## src/rtl/ctxw_pkg.sv

```systemverilog
package ctxw_pkg;
  typedef enum logic [1:0] {
    SWC_IDLE = 2'd0,
    SWC_ARM  = 2'd1,
    SWC_LOAD = 2'd2
  } swc_state_e;

  localparam int unsigned WORD_W = 32;
endpackage

```

## src/rtl/ctxw_buffer.sv

```systemverilog
module ctxw_buffer #(
  parameter int unsigned DEPTH   = 4,
  parameter int unsigned STATE_W = 4,
  parameter int unsigned CTX_W   = 48,
  localparam int unsigned IDX_W  = (DEPTH > 1) ? $clog2(DEPTH) : 1
) (
  input  logic               clk,
  input  logic               rst_n,
  input  logic               snap_en,
  input  logic [STATE_W-1:0] snap_state,
  input  logic [CTX_W-1:0]   snap_ctx,
  input  logic               sw_wr_en,
  input  logic [IDX_W-1:0]   sw_idx,
  input  logic [31:0]        sw_wdata,
  output logic [31:0]        sw_rdata,
  output logic [STATE_W-1:0] rd_state,
  output logic [CTX_W-1:0]   rd_ctx
);
  localparam int unsigned CTX_WORDS = (CTX_W + 31) / 32;
  localparam int unsigned CTX_PAD   = CTX_WORDS * 32;

  logic [31:0] mem [DEPTH];

  // Word k of a snapshot: 0 is the state code, 1.. carry the context LSB first
  function automatic logic [31:0] snap_word(input int unsigned k,
                                            input logic [STATE_W-1:0] st,
                                            input logic [CTX_W-1:0] cx);
    logic [CTX_PAD-1:0] pad;
    pad = '0;
    pad[CTX_W-1:0] = cx;
    if (k == 0) return 32'(st);
    return pad[(k-1)*32 +: 32];
  endfunction

  for (genvar w = 0; w < DEPTH; w++) begin : g_word
    logic sw_hit;
    assign sw_hit = sw_wr_en && (32'(sw_idx) == w);
    if (w <= CTX_WORDS) begin : g_ctx
      always_ff @(posedge clk) begin
        if (!rst_n)       mem[w] <= '0;
        else if (sw_hit)  mem[w] <= sw_wdata;
        else if (snap_en) mem[w] <= snap_word(w, snap_state, snap_ctx);
      end
    end else begin : g_scratch
      always_ff @(posedge clk) begin
        if (!rst_n)      mem[w] <= '0;
        else if (sw_hit) mem[w] <= sw_wdata;
      end
    end
  end

  if (DEPTH == (1 << IDX_W)) begin : g_rd_full
    assign sw_rdata = mem[sw_idx];
  end else begin : g_rd_guard
    always_comb begin
      sw_rdata = '0;
      for (int i = 0; i < DEPTH; i++)
        if (32'(sw_idx) == i) sw_rdata = mem[i];
    end
  end

  always_comb begin
    logic [CTX_PAD-1:0] pad;
    for (int k = 0; k < CTX_WORDS; k++) pad[k*32 +: 32] = mem[k+1];
    rd_ctx   = pad[CTX_W-1:0];
    rd_state = mem[0][STATE_W-1:0];
  end

  AST_SNAP_STATE: assert property (@(posedge clk) disable iff (!rst_n)
    (snap_en && !sw_wr_en) |=> (rd_state == $past(snap_state))) else $error("snap state");
  AST_SNAP_CTX: assert property (@(posedge clk) disable iff (!rst_n)
    (snap_en && !sw_wr_en) |=> (rd_ctx == $past(snap_ctx))) else $error("snap ctx");
  AST_IDLE_KEEP: assert property (@(posedge clk) disable iff (!rst_n)
    (!snap_en && !sw_wr_en) |=> ($stable(rd_ctx) && $stable(rd_state))) else $error("buffer drift");
endmodule

```

## src/rtl/ctxw_swap_ctrl.sv

```systemverilog
module ctxw_swap_ctrl
  import ctxw_pkg::*;
(
  input  logic clk,
  input  logic rst_n,
  input  logic cmd_swap_in,
  output logic core_hold,
  output logic core_load,
  output logic snap_block
);
  swc_state_e st_q, st_d;
  logic swap_in_go;

  assign swap_in_go = cmd_swap_in && (st_q == SWC_IDLE);

  always_comb begin
    st_d = st_q;
    unique case (st_q)
      SWC_IDLE: if (swap_in_go) st_d = SWC_ARM;
      SWC_ARM:  st_d = SWC_LOAD;
      SWC_LOAD: st_d = SWC_IDLE;
      default:  st_d = SWC_IDLE;
    endcase
  end

  always_ff @(posedge clk) begin
    if (!rst_n) st_q <= SWC_IDLE;
    else        st_q <= st_d;
  end

  assign core_hold  = (st_q != SWC_IDLE);
  assign core_load  = (st_q == SWC_LOAD);
  assign snap_block = core_hold;

  AST_ARM_FIRST: assert property (@(posedge clk) disable iff (!rst_n)
    swap_in_go |=> (core_hold && !core_load)) else $error("arm");
  AST_LOAD_NEXT: assert property (@(posedge clk) disable iff (!rst_n)
    (core_hold && !core_load) |=> core_load) else $error("load");
  AST_LOAD_PULSE: assert property (@(posedge clk) disable iff (!rst_n)
    core_load |=> (!core_load && !core_hold)) else $error("release");
  AST_LOAD_HELD: assert property (@(posedge clk) disable iff (!rst_n)
    core_load |-> core_hold) else $error("load without hold");
  AST_NO_RESTART: assert property (@(posedge clk) disable iff (!rst_n)
    (core_hold && cmd_swap_in && !core_load) |=> core_load) else $error("restart");
endmodule

```

## src/rtl/ctxw_irq_ctrl.sv

```systemverilog
module ctxw_irq_ctrl (
  input  logic clk,
  input  logic rst_n,
  input  logic cmd_swap_out,
  input  logic cmd_irq_ack,
  output logic irq
);
  always_ff @(posedge clk) begin
    if (!rst_n)            irq <= 1'b0;
    else if (cmd_swap_out) irq <= 1'b1;
    else if (cmd_irq_ack)  irq <= 1'b0;
  end

  AST_IRQ_SET: assert property (@(posedge clk) disable iff (!rst_n)
    cmd_swap_out |=> irq) else $error("irq set");
  AST_IRQ_STICKY: assert property (@(posedge clk) disable iff (!rst_n)
    (irq && !cmd_irq_ack) |=> irq) else $error("irq dropped");
  AST_IRQ_CLEAR: assert property (@(posedge clk) disable iff (!rst_n)
    (cmd_irq_ack && !cmd_swap_out) |=> !irq) else $error("irq clear");
endmodule

```

## src/rtl/ctx_snapshot_wrapper.sv

```systemverilog
module ctx_snapshot_wrapper #(
  parameter int unsigned DEPTH   = 4,
  parameter int unsigned STATE_W = 4,
  parameter int unsigned CTX_W   = 48,
  localparam int unsigned IDX_W  = (DEPTH > 1) ? $clog2(DEPTH) : 1
) (
  input  logic               clk,
  input  logic               rst_n,
  input  logic               core_snap_vld,
  input  logic [STATE_W-1:0] core_state_in,
  input  logic [CTX_W-1:0]   core_ctx_in,
  output logic               core_hold,
  output logic               core_load,
  output logic [STATE_W-1:0] core_state_out,
  output logic [CTX_W-1:0]   core_ctx_out,
  input  logic [IDX_W-1:0]   sw_idx,
  input  logic               sw_wr_en,
  input  logic [31:0]        sw_wdata,
  output logic [31:0]        sw_rdata,
  input  logic               cmd_swap_out,
  input  logic               cmd_swap_in,
  input  logic               cmd_irq_ack,
  output logic               irq
);
  logic snap_block;
  logic snap_en;

  assign snap_en = core_snap_vld && !snap_block;

  ctxw_swap_ctrl i_swap (
    .clk        (clk),
    .rst_n      (rst_n),
    .cmd_swap_in(cmd_swap_in),
    .core_hold  (core_hold),
    .core_load  (core_load),
    .snap_block (snap_block)
  );

  ctxw_buffer #(.DEPTH(DEPTH), .STATE_W(STATE_W), .CTX_W(CTX_W)) i_buf (
    .clk       (clk),
    .rst_n     (rst_n),
    .snap_en   (snap_en),
    .snap_state(core_state_in),
    .snap_ctx  (core_ctx_in),
    .sw_wr_en  (sw_wr_en),
    .sw_idx    (sw_idx),
    .sw_wdata  (sw_wdata),
    .sw_rdata  (sw_rdata),
    .rd_state  (core_state_out),
    .rd_ctx    (core_ctx_out)
  );

  ctxw_irq_ctrl i_irq (
    .clk         (clk),
    .rst_n       (rst_n),
    .cmd_swap_out(cmd_swap_out),
    .cmd_irq_ack (cmd_irq_ack),
    .irq         (irq)
  );

  AST_SNAP_LOCKED: assert property (@(posedge clk) disable iff (!rst_n)
    (core_hold && !sw_wr_en) |=> ($stable(core_state_out) && $stable(core_ctx_out))) else $error("snapshot during swap-in");
endmodule

```

## config.mk

```make
export PLATFORM = sky130hd
export DESIGN_NAME = ctx_snapshot_wrapper
export DESIGN_NICKNAME = d
export VERILOG_FILES = /design/src/rtl/ctxw_pkg.sv /design/src/rtl/ctxw_buffer.sv /design/src/rtl/ctxw_swap_ctrl.sv /design/src/rtl/ctxw_irq_ctrl.sv /design/src/rtl/ctx_snapshot_wrapper.sv
export SDC_FILE = /design/constraint.sdc
export NUM_CORES = 1
export LEC_CHECK = 0
export BUFFER_PORTS_ARGS = -buffer_cell sky130_fd_sc_hd__buf_4
export CAP_MARGIN = 20
export CORE_UTILIZATION = 30
export DETAILED_ROUTE_END_ITERATION = 12
export PLACE_DENSITY = 0.49
export SYNTH_ARGS = -nofsm -noshare
export SYNTH_HDL_FRONTEND = slang
export SYNTH_SLANG_ARGS = --single-unit
```

## constraint.sdc

```tcl
create_clock -name clk -period 1.9 [get_ports clk]
set_input_delay 0.19 -clock clk [delete_from_list [all_inputs] [get_ports clk]]
set_output_delay 0.19 -clock clk [all_outputs]
set_load 0.005 [all_outputs]
```

==> results.cfg <==
[worst_setup_path]
path_class = reg -> out
critPathBufInv = 1
r2r_slack_ns = 0.31
startpoint_type = flip-flop
r2r-start = i_swap.st_q[1]
regToRegEndpoint = i_buf.mem[0][31]
worstPathMaxFanout = 2
endpoint_kind = output pin
crit_required_ns = 1.71
crit_arrival_ns = 1.55
ff2ff_path_depth = 4
critPathTopFamily = multiplexers
cpPeakStageDelay_ns = 0.55
crit_chain = mux4_1 -> buf_4
cp_slowest_cell = mux4_1

[place]
gp_congestion = 0.767
port_buffers = 179
placed_cell_area_sq_mm = 0.00775
preCtsSetupSlack_ns = 0.220
dp_hpwl_um = 12000

[routing]
initialDrtViolationCount = 251
postRouteAntennaNets = 0
wl_met3_um = 1460
routed_via_density = 4.90
wl_met2_um = 8410
vias = 4029
top_layer = met4
firstDrtPassIters = 4
met1Wirelength_um = 7450
wl_per_cell_um = 21.2
drcViolationCount = 0
routed_wl_um = 17400

[yosys]
synth_compound_area_share_pct = 8.70
synth_xor_xnor_area_share_pct = 0
ys_warn_count = 0
netlist_area_sq_mm = 0.00615
yosys.area.top_type = edfxtp_1
synth_fp_nets = 460
synth_area_per_cell_sq_um = 16.8
synth_top_flop_cell = edfxtp_1
synth-simple-area-share_pct = 10.5
synth-adder-area-share_pct = 0
synth-edff-count = 128
async_flop_share_pct = 0
ys_seq_area_share_pct = 63.4
netlist_top_cells_count = edfxtp_1, and2_1, a32o_1
synth_top_area_share_pct = 62.5
synth_top_family_by_area = multiplexers
ys_types = 25
synth.top_cells.by_area = edfxtp_1, mux4_2, a32o_1
post-synth-top-count-cell = edfxtp_1
syn_inst = 367
yosys_register_bits = 131
synthMuxAreaShare_pct = 11.8

[sta]
timing.final.ws_setup_ns = 0.160
timing.final.crit_share_pct = 91.6
max_freq_mhz = 575
fin_setup_tns_ns = 0
rsz0062_at_grt = no
fin_worst_skew_ns = 0.00719
hold_viol = 0
maxSlewViolCount = 0
tightestPinTransition_ns = 0.796
final.min_clock_period_ns = 1.74
max-slew-margin-rel_pct = 46.8
setup_viol = 0
hold-worst-slack_ns = 0.0351

[final_layout]
nNetsFinal = 634
n_antenna_cell = 0
fin_area_sq_mm = 0.00836
area.growth.synth_to_final_pct = 35.8
nFillCells = 1892
drive_above_1_share_pct = 49.9
final_core_util_pct = 41.4

[clock_network]
clockBufferDepth = 2
cts_max_level = 4
clkTransAtPathRegs_ns = 0.06
insertion_delay_ns = 0.41
cts_resized = 0
clkSinkCount = 131
cts_inserted_buffers = 17
cts_tree = done
cts_root_buffer = clkbuf_16

[min_path]
min_to = i_swap.st_q[0]
hp-start = cmd_swap_in
holdPathStages = 2
worstHoldPathType = in -> reg

[floorplan]
rows = 52
start_util_pct = 30.5
die_y_um = 145
core-area_sq_mm = 0.0202
die_x_um = 145
die_area_sq_mm = 0.0211
io_pins = 180

[power_and_ir_drop]
p_per_area_mw_per_mm2 = 939
vdd_drop_max_v = 0.000611
p_leak_nw = 3.34

[global_route]
antenna_found_initial = 0
grt_max_degree = 33
grt_overflow = 0
grt_pass1_wl_um = 26400
grt_pass1_vias = 4258
track_usage_pct = 17.1

[outcome]
status = complete, no violations

[job]
cap_violations = 0
==> final cells by class <==
| type | count | area (sq um) | area share (%) |
|---|---|---|---|
| sequential | 131 | 3900 | 46.7 |
| multi-input combinational | 185 | 1930 | 23.1 |
| timing repair buffer | 205 | 1590 | 19.0 |
| clock buffer | 17 | 425 | 5.09 |
| tap | 270 | 338 | 4.04 |
| clock inverter | 14 | 165 | 1.98 |
| inverter | 1 | 3.75 | 0.0449 |
==> stage by stage <==
stage,power (mW),cells
4_1_cts,7.95,823
2_1_floorplan,4.02,367
3_5_place_dp,4.65,791
6_report,7.84,823
5_1_grt,8.15,823
3_3_place_gp,4.64,791
==> power breakdown <==
| group | total, mW | switching [mW] | internal [mW] |
|---|---|---|---|
| combinational | 1.04 | 0.452 | 0.584 |
| clock | 3.27 | 1.23 | 2.05 |
| sequential | 3.54 | 0.102 | 3.43 |
| total | 7.84 | 1.78 | 6.06 |
==> kinds of logic (layout without fill, tap and decap cells) <==
family / after synthesis / in the layout
mux: 32 / 32
flops: 131 / 131
compound gates: 54 / 54
simple gates: 99 / 99
buf+inv: 51 / 237
==> how the worst max path moves through the flow <==
stage / end / from / cells after the start
CTS: sw_rdata[4] / i_buf.mem[2][4] / 2
detailed placement: i_buf.mem[3][23] / sw_idx[0] / 4
finish: sw_rdata[4] / i_buf.mem[2][4] / 2
global route: sw_rdata[4] / i_buf.mem[2][4] / 2
global placement: sw_rdata[27] / sw_idx[0] / 4
floorplan: i_buf.mem[3][0] / sw_idx[1] / 4
==> routing by layer <==
| layer | up-vias | track usage [%] |
|---|---|---|
| met1 | 2036 | 21.7 |
| li1 | 1812 | - |
| met5 | - | 0 |
| met3 | 13 | 6.07 |
| met2 | 168 | 27.9 |
| met4 | 0 | 3.95 |
==> state kept, by name, summed over array words and instances, names as in the netlist <==
signal	count
i_swap.st_q	2
i_buf.mem	128
i_irq.irq	1
==> layout by cell type (no fill, tap or decap), drive strengths merged <==
cell         synthesis  layout
and3                 1       1
buf                 44     204
mux4                32      32
clkbuf               6      17
bufinv               0       3
nor3                 1       1
o21a                 1       1
nor3b                2       2
nand3                1       1
nor2                 6       6
dlygate4sd3          0       1
clkinv               0       7
nand2                4       4
clkinvlp             0       4
nand4bb              1       1
nor2b                2       2
a21boi               1       1
dfxtp                3       3
edfxtp             128     128
and3b                2       2
inv                  1       1
a32o                52      52
nand2b               3       3
and2                76      76
==> timing repair <==
action,in CTS,in global routing
hold buffers,1,0
buffers inserted,0,0
endpoints found under the hold margin,1,0
(Power assumes the default switching activity.)
